<file path="config.mk">
export PLATFORM = sky130hd
export DESIGN_NAME = usb_in_ep
export DESIGN_NICKNAME = d
export VERILOG_FILES = /design/src/rtl/usb_in_ep_pkg.sv /design/src/rtl/ep_payload_buf.sv /design/src/rtl/ep_flags.sv /design/src/rtl/ep_tx_fsm.sv /design/src/rtl/usb_in_ep.sv
export SDC_FILE = /design/constraint.sdc
export NUM_CORES = 1
export LEC_CHECK = 0
export ABC_AREA = 1
export BUFFER_PORTS_ARGS = -buffer_cell sky130_fd_sc_hd__buf_2
export CAP_MARGIN = 20
export CELL_PAD_IN_SITES_DETAIL_PLACEMENT = 1
export CELL_PAD_IN_SITES_GLOBAL_PLACEMENT = 1
export CORE_MARGIN = 4
export CORE_UTILIZATION = 35
export CTS_CLUSTER_SIZE = 28
export DETAILED_ROUTE_END_ITERATION = 12
export PLACE_DENSITY_LB_ADDON = 0.1
export SYNTH_ARGS = -nofsm -noshare
export SYNTH_HDL_FRONTEND = slang
export SYNTH_SLANG_ARGS = --single-unit
</file>
<file path="constraint.sdc">
create_clock -name clk -period 6 [get_ports clk]
set_input_delay 0.6 -clock clk [delete_from_list [all_inputs] [get_ports clk]]
set_output_delay 0.6 -clock clk [all_outputs]
set_load 0.02 [all_outputs]
</file>
<file path="src/rtl/usb_in_ep_pkg.sv">
package usb_in_ep_pkg;

    typedef enum logic [1:0] {
        TX_IDLE = 2'd0,
        TX_SEND = 2'd1,
        TX_WAIT = 2'd2
    } tx_state_e;

    typedef struct packed {
        logic set_rdy;
        logic clr_cmpl;
        logic ie_we;
        logic ie_d;
    } fw_cmd_t;

    // True when the byte at index ptr is the last one of a len-byte packet.
    function automatic logic final_beat(input int unsigned ptr, input int unsigned len);
        return (ptr + 1) == len;
    endfunction

endpackage

</file>
<file path="src/rtl/ep_payload_buf.sv">
module ep_payload_buf #(
    parameter int DW    = 8,
    parameter int DEPTH = 64,
    parameter int AW    = $clog2(DEPTH),
    parameter int CW    = $clog2(DEPTH + 1)
) (
    input  logic          clk,
    input  logic          rst,
    input  logic          we,
    input  logic [DW-1:0] wdata,
    input  logic          clr_err,
    input  logic          locked,
    input  logic          rewind,
    input  logic [AW-1:0] rd_idx,
    output logic [DW-1:0] rd_data,
    output logic [CW-1:0] wr_cnt,
    output logic          ovr
);
    localparam logic [CW-1:0] FULL = CW'(DEPTH);

    logic [DW-1:0] mem [DEPTH];
    logic          accept;

    assign accept  = we && !locked && (wr_cnt != FULL);
    assign rd_data = mem[rd_idx];

    always_ff @(posedge clk) begin
        if (accept) mem[wr_cnt[AW-1:0]] <= wdata;
    end

    always_ff @(posedge clk) begin
        if (rst) begin
            wr_cnt <= '0;
            ovr    <= 1'b0;
        end else begin
            if (rewind)      wr_cnt <= '0;
            else if (accept) wr_cnt <= wr_cnt + 1'b1;

            if (we && !accept) ovr <= 1'b1;
            else if (clr_err)  ovr <= 1'b0;
        end
    end
endmodule

</file>
<file path="src/rtl/ep_flags.sv">
module ep_flags
    import usb_in_ep_pkg::*;
#(
    parameter int CW = 7
) (
    input  logic          clk,
    input  logic          rst,
    input  fw_cmd_t       cmd,
    input  logic          ack_evt,
    input  logic [CW-1:0] wr_cnt,
    output logic          rdy,
    output logic          cmpl,
    output logic          ie,
    output logic [CW-1:0] len_q,
    output logic          irq
);
    always_ff @(posedge clk) begin
        if (rst) begin
            rdy   <= 1'b0;
            cmpl  <= 1'b0;
            ie    <= 1'b0;
            len_q <= '0;
        end else begin
            if (ack_evt) begin
                rdy <= 1'b0;
            end else if (cmd.set_rdy && !rdy) begin
                rdy   <= 1'b1;
                len_q <= wr_cnt;
            end

            if (ack_evt)           cmpl <= 1'b1;
            else if (cmd.clr_cmpl) cmpl <= 1'b0;

            if (cmd.ie_we) ie <= cmd.ie_d;
        end
    end

    assign irq = cmpl & ie;
endmodule

</file>
<file path="src/rtl/ep_tx_fsm.sv">
module ep_tx_fsm
    import usb_in_ep_pkg::*;
#(
    parameter int CW      = 7,
    parameter int TIMEOUT = 32,
    parameter int TW      = (TIMEOUT > 1) ? $clog2(TIMEOUT) : 1
) (
    input  logic          clk,
    input  logic          rst,
    input  logic          tok_in,
    input  logic          hs_ack,
    input  logic          rdy,
    input  logic [CW-1:0] len,
    output logic [CW-1:0] rd_ptr,
    output logic          tx_valid,
    output logic          tx_last,
    output logic          rsp_nak,
    output logic          pkt_start,
    output logic          ack_evt
);
    localparam logic [TW-1:0] T_END = TW'(TIMEOUT - 1);

    tx_state_e     state;
    logic [TW-1:0] timer;
    logic          last_hit;

    assign last_hit = final_beat(32'(rd_ptr), 32'(len));
    assign tx_valid = (state == TX_SEND);
    assign tx_last  = tx_valid && last_hit;
    assign ack_evt  = (state == TX_WAIT) && hs_ack;

    always_ff @(posedge clk) begin
        if (rst) begin
            state     <= TX_IDLE;
            rd_ptr    <= '0;
            timer     <= '0;
            rsp_nak   <= 1'b0;
            pkt_start <= 1'b0;
        end else begin
            rsp_nak   <= 1'b0;
            pkt_start <= 1'b0;
            unique case (state)
                TX_IDLE: begin
                    if (tok_in) begin
                        if (rdy) begin
                            pkt_start <= 1'b1;
                            rd_ptr    <= '0;
                            timer     <= '0;
                            state     <= (len == '0) ? TX_WAIT : TX_SEND;
                        end else begin
                            rsp_nak <= 1'b1;
                        end
                    end
                end
                TX_SEND: begin
                    rd_ptr <= rd_ptr + 1'b1;
                    if (last_hit) begin
                        state <= TX_WAIT;
                        timer <= '0;
                    end
                end
                TX_WAIT: begin
                    if (hs_ack)              state <= TX_IDLE;
                    else if (timer == T_END) state <= TX_IDLE;
                    else                     timer <= timer + 1'b1;
                end
                default: state <= TX_IDLE;
            endcase
        end
    end
endmodule

</file>
<file path="src/rtl/usb_in_ep.sv">
module usb_in_ep
    import usb_in_ep_pkg::*;
#(
    parameter int DW      = 8,
    parameter int DEPTH   = 64,
    parameter int TIMEOUT = 32,
    localparam int AW     = $clog2(DEPTH),
    localparam int CW     = $clog2(DEPTH + 1)
) (
    input  logic          clk,
    input  logic          rst,
    input  logic          fw_set_rdy,
    input  logic          fw_clr_cmpl,
    input  logic          fw_clr_err,
    input  logic          fw_ie_we,
    input  logic          fw_ie_d,
    input  logic          fifo_we,
    input  logic [DW-1:0] fifo_wdata,
    output logic          st_rdy,
    output logic          st_cmpl,
    output logic          st_ovr,
    output logic          st_ie,
    output logic [CW-1:0] st_cnt,
    output logic          irq,
    input  logic          tok_in,
    input  logic          hs_ack,
    output logic          rsp_nak,
    output logic          pkt_start,
    output logic [CW-1:0] pkt_len,
    output logic          tx_valid,
    output logic [DW-1:0] tx_data,
    output logic          tx_last
);
    fw_cmd_t       cmd;
    logic          ack_evt;
    logic [CW-1:0] rd_ptr;

    assign cmd = '{set_rdy: fw_set_rdy, clr_cmpl: fw_clr_cmpl,
                   ie_we: fw_ie_we, ie_d: fw_ie_d};

    ep_payload_buf #(.DW(DW), .DEPTH(DEPTH), .AW(AW), .CW(CW)) u_buf (
        .clk     (clk),
        .rst     (rst),
        .we      (fifo_we),
        .wdata   (fifo_wdata),
        .clr_err (fw_clr_err),
        .locked  (st_rdy),
        .rewind  (ack_evt),
        .rd_idx  (rd_ptr[AW-1:0]),
        .rd_data (tx_data),
        .wr_cnt  (st_cnt),
        .ovr     (st_ovr)
    );

    ep_flags #(.CW(CW)) u_flags (
        .clk     (clk),
        .rst     (rst),
        .cmd     (cmd),
        .ack_evt (ack_evt),
        .wr_cnt  (st_cnt),
        .rdy     (st_rdy),
        .cmpl    (st_cmpl),
        .ie      (st_ie),
        .len_q   (pkt_len),
        .irq     (irq)
    );

    ep_tx_fsm #(.CW(CW), .TIMEOUT(TIMEOUT)) u_fsm (
        .clk       (clk),
        .rst       (rst),
        .tok_in    (tok_in),
        .hs_ack    (hs_ack),
        .rdy       (st_rdy),
        .len       (pkt_len),
        .rd_ptr    (rd_ptr),
        .tx_valid  (tx_valid),
        .tx_last   (tx_last),
        .rsp_nak   (rsp_nak),
        .pkt_start (pkt_start),
        .ack_evt   (ack_evt)
    );
endmodule

</file>
# Word-level counts from Yosys, hierarchy flattened
# Memory sizes are Yosys's and may differ from the RTL's. A register that Yosys moved wholly into a read port is not among the register bits.
# Index checks and enable logic that the tools add are counted.
[word_totals]
in_bits = 18
elab_cells = 77
reg_bits = 34
mem_count = 1
mem_bits_rw = 512
[op_classes]
n_addsub = 4
bitwise = 4
n_eq_ne = 11
n_reduce_logical = 20
muxes = 26
[memory_table]
columns = ["memory", "depth", "width", "rd", "rd_ports_with_merged_regs", "wr", "line", "source"]
rows = [
  ["u_buf.mem", 64, 8, 1, 1, 1, "ep_payload_buf.sv:21", "logic [DW-1:0] mem [DEPTH];"],
]
[ops]
columns = ["cell", "n"]
rows = [
  ["32-bit by 7-bit equality test with 1-bit output", 1],
  ["5-bit two-way mux", 5],
  ["5-bit one-hot mux with 3 select lines", 1],
  ["7-bit by 1-bit adder with 7-bit output (second input constant)", 2],
  ["7-bit two-way mux", 2],
  ["7-bit one-hot mux with 2 select lines", 1],
  ["2-bit two-way mux", 6],
  ["6-bit two-way mux", 2],
  ["2-bit != test (second input constant)", 5],
  ["7-bit by 1-bit adder with 8-bit output (second input constant)", 1],
  ["1-bit two-way mux", 8],
  ["7-bit logical NOT", 1],
  ["7-bit != test (second input constant)", 1],
  ["1-bit logical AND", 6],
  ["2-bit one-hot mux with 3 select lines", 1],
  ["6-bit AND reduction", 1],
  ["2-bit nonzero test", 3],
  ["5-bit by 1-bit adder with 5-bit output (second input constant)", 1],
  ["5-bit equality test (second input constant)", 1],
  ["4-bit AND reduction", 1],
  ["3-bit != test (second input constant)", 1],
  ["1-bit inverter", 3],
  ["3-bit AND reduction", 1],
  ["3-bit nonzero test", 1],
  ["other kinds (8)", 9],
]

# Depth between registers and ports, before layout
[depth]
word_depth = 6
depth_mapped = 15
depth_no_buf = 14

# Cells and area by module
# Synthesis repeated with hierarchy kept, for this count alone.
[unflattened]
cells_unflattened = 2090
hier_area_um2 = 23020.8
[modules_own_cells]
columns = ["module", "cells_per_inst", "area_per_inst_um2", "seq_area_each_um2", "instances"]
rows = [
  ["ep_payload_buf", 1863, 21548.2, 15534.9, 1],
  ["ep_tx_fsm", 168, 1043.5, 320.3, 1],
  ["ep_flags", 59, 429.2, 200.2, 1],
]

# Worst setup path before layout
# No wires, ideal clock.
[synth_path]
path_kind = "flip-flop to flip-flop"
startpoint = "register u_buf.wr_cnt[0]"
endpoint = "memory u_buf.mem[32][0], enable pin"
period_less_slack_ps = 2337
arrival_ps = 1967
path_slack_ps = 3663
path_stages_with_launch = 12
setup_ps = 370
t_required_ps = 5630
n_path_buf = 0
path_cell_list = "dfxtp_1 -> inv_1 -> ha_1 -> nand3_1 -> nor2_1 -> nor2_2 -> nand2_4 -> inv_4 -> nand2_1 -> nor2_1 -> inv_1 -> nor2_1"
[synth_via]
elab_chain_len = 4
[synth_lines]
columns = ["item", "line", "source"]
rows = [
  ["start: declaration", "ep_payload_buf.sv:16", "output logic [CW-1:0] wr_cnt,"],
  ["start signal: assignment", "ep_payload_buf.sv:37", "else if (accept) wr_cnt <= wr_cnt + 1'b1;"],
  ["7-bit != test", "ep_payload_buf.sv:24", "assign accept = we && !locked && (wr_cnt != FULL);"],
  ["1-bit logical AND", "ep_payload_buf.sv:24", ""],
  ["1-bit two-way mux", "ep_payload_buf.sv:28", "if (accept) mem[wr_cnt[AW-1:0]] <= wdata;"],
  ["1-bit two-way mux (implied by the code)", "ep_payload_buf.sv:28", ""],
  ["end: declaration", "ep_payload_buf.sv:21", ""],
]
# Parallel ways exist; a longest one is shown, timed or not.

==> results.toml <==
[floorplanning]
die_y_um = 261
core_um2 = 63300
io_pins = 49
die_x_um = 261
start_util_pct = 35.5
die_area_um2 = 68400
rows = 92

[place]
portBuffers = 48
routabilityCongestion = 0.757
post-dp-hpwl_um = 38000
dp_slack_ns = 2.54
post-place-cells = 2752

[global_routing]
grt.overflow.total = 0
antenna_found_initial = 0
grt_pass1_wl_um = 102000
grt_max_degree = 167
track_usage_pct = 19.9
grt_pass1_vias = 15900

[sta]
period_minus_slack_ns = 4.08
min_period_over_period_pct = 68.1
setup_viol = 0
finalSetupTns_ns = 0
worst_pin_slew_ns = 1.01
fmax_ghz = 0.245
slew_viol_final = 0
rsz0062_at_grt = "no"
slew_headroom_pct = 32.6
final.setup.worst_slack_ns = 1.92
fin_skew_ns = 0.0212
hold_viol_final = 0

[worst_setup_path]
rrSetupSlack_ns = 2.69
worstSetupPathType = "reg2out"
critPathLaunchType = "register"
critical_path_required_ns = 5.40
timing.rr.end = "u_buf.mem[57][0]"
crit_path_end_kind = "output pin"
r2r_cells = 9
r2r-start = "u_buf.wr_cnt[0]"
path_max_fanout = 38
arrival_ns = 3.48

[logic_synthesis]
synth_area_um2 = 22500
ys_seq_area_share_pct = 71.9
synth_common_cells = "edfxtp_1, nor2_1, nand2_1"
synth_edf_count = 512
synth_top_cell_area_share_pct = 68.4
avgSynthCellArea_um2 = 11.5
synth.largest_area_cell = "edfxtp_1"
syn_nets = 1971
yosysWarnings = 0
synth_most_common_cell = "edfxtp_1"
synth_cells = 1948
ys.flop_type = "edfxtp_1"
async_flop_share_pct = 0
synth_cell_types = 36
synth_seq_cells = 552
synth_area_leaders = "edfxtp_1, nor2_1, nand2_1"

[clocking]
clk_path_buf_depth = 3
path_clk_slew_ns = 0.06
post-cts-setup-buffer-count = 0
cts_hold_buf = 0
htree_levels = 2
ctsResizeCount = 0
cts_made_buffers = 61
clkLatencyLatePin_ns = 0.63
cts_root_buffer = "clkbuf_16"
clock_sinks = 552
cts_tree = "done"

[routing]
dr.pass1.iters = 5
vias = 15000
first_iter_violations = 996
routed_wirelength_um = 67900
antenna_left = 0
viasPerCell = 5.22
drt-wirelength-per-cell_um = 23.7
drc_errors = 0

[flow_run]
drv_cap = 0

[pwr]
total_leakage_power_nw = 8.66
power_density_nw_per_um2 = 382
peakVddDrop_v = 0.000346

[min_path]
min_path_type = "in2reg"
min-delay-start = "fw_ie_we"
hold_end = "u_flags.ie"
min_path_cells = 2

[run_status]
status = "complete, no violations"

[layout]
area_growth_syn_to_layout_pct = 12.8
final_layout_size_suffix_gt1_share_pct = 8.66
fin_nets = 1992
stdcell_count = 2867
antennaDiodeCount = 0
nFillCells = 6777
## registers in the layout (all words and copies together) (netlist names), 2 cells and up, named ones only
register and cells:
u_flags.len_q 7, u_fsm.rd_ptr 7, u_fsm.state 2, u_fsm.timer 5, u_buf.wr_cnt 7, u_buf.mem 512
## where the power goes
group          internal (mW)  switching (mW)
Clock                   2.09            1.54
Sequential              4.25          0.0493
Combinational          0.481            1.30
Total                   6.82            2.88
## kinds of logic (layout without fill, tap and decap cells)
logic type               Yosys count  after routing  share of synthesized area [%]
AO/OA/AOI/OAI                    428            428                           10.3
XOR/XNOR                           1              1                         0.0390
adder cells (fa/ha/maj)            5              5                          0.278
buffers and inverters            175            248                           3.53
flip-flops                       552            552                           71.9
AND/OR/NAND/NOR                  787            787                           13.9
## area by class of cell
cell class | instances | area, um^2 | share of cell area, %
multi-input combinational | 1221 | 5520 | 21.8
timing repair buffer | 73 | 465 | 1.83
clock buffer | 85 | 1660 | 6.54
tap | 846 | 1060 | 4.17
sequential | 552 | 16200 | 63.8
inverter | 60 | 235 | 0.927
clock inverter | 30 | 246 | 0.972
## worst max path at each step
stage / startpoint / end / cells past startpoint
2_1_floorplan: u_buf.wr_cnt[0] / u_buf.mem[32][0] / 11
3_3_place_gp: register / tx_data[7] / 10
3_5_place_dp: register / tx_data[7] / 10
4_1_cts: register / tx_data[7] / 10
5_1_grt: register / tx_data[4] / 10
6_report: register / tx_data[3] / 10
## cells in the final DEF (no fill, tap or decap), types with 5 or more instances in the layout
master | netlist | routed
a21oi_1 | 28 | 28
buf_2 | 31 | 48
buf_4 | 3 | 22
clkbuf_1 | 57 | 22
clkbuf_16 | 0 | 63
clkinv_1 | 1 | 16
clkinv_2 | 0 | 8
dfxtp_1 | 40 | 37
edfxtp_1 | 512 | 512
ha_1 | 5 | 5
inv_1 | 55 | 54
nand2_1 | 339 | 339
nand2_2 | 6 | 6
nand3_1 | 78 | 78
nand4_1 | 5 | 5
nor2_1 | 344 | 344
o21ai_0 | 246 | 246
o21ai_1 | 23 | 23
o22ai_1 | 128 | 128
## routing by layer
metal	vias up	track usage [%]	wire length (um)
met4	0	5.50	1610
met5	-	0	0
met3	101	2.66	2530
met2	268	34.0	32900
met1	7625	26.9	30900
li1	6977	-	-
## worst max-delay path, stage by stage, from the launching register on
cell and delay, ns:
dfxtp_2 0.31, buf_4 0.39, clkinv_2 0.57, buf_4 0.51, nand2_1 0.15, nand2_1 0.11
nand2_1 0.08, nand3_1 0.17, nand3_1 0.17, nand2_1 0.15, buf_2 0.20
## through the flow
step	utilization, %	instance area [um^2]	power, mW	hold slack, ns
finish	40.1	25400	9.70	0.174
global placement	37.1	23500	6.16	0.452
global route	40.1	25400	10.2	0.163
CTS	40.1	25400	9.84	0.129
detailed placement	37.1	23500	6.19	0.454
floorplan	-	22500	5.60	0.452
No activity file was read; power rests on OpenSTA's default activity.
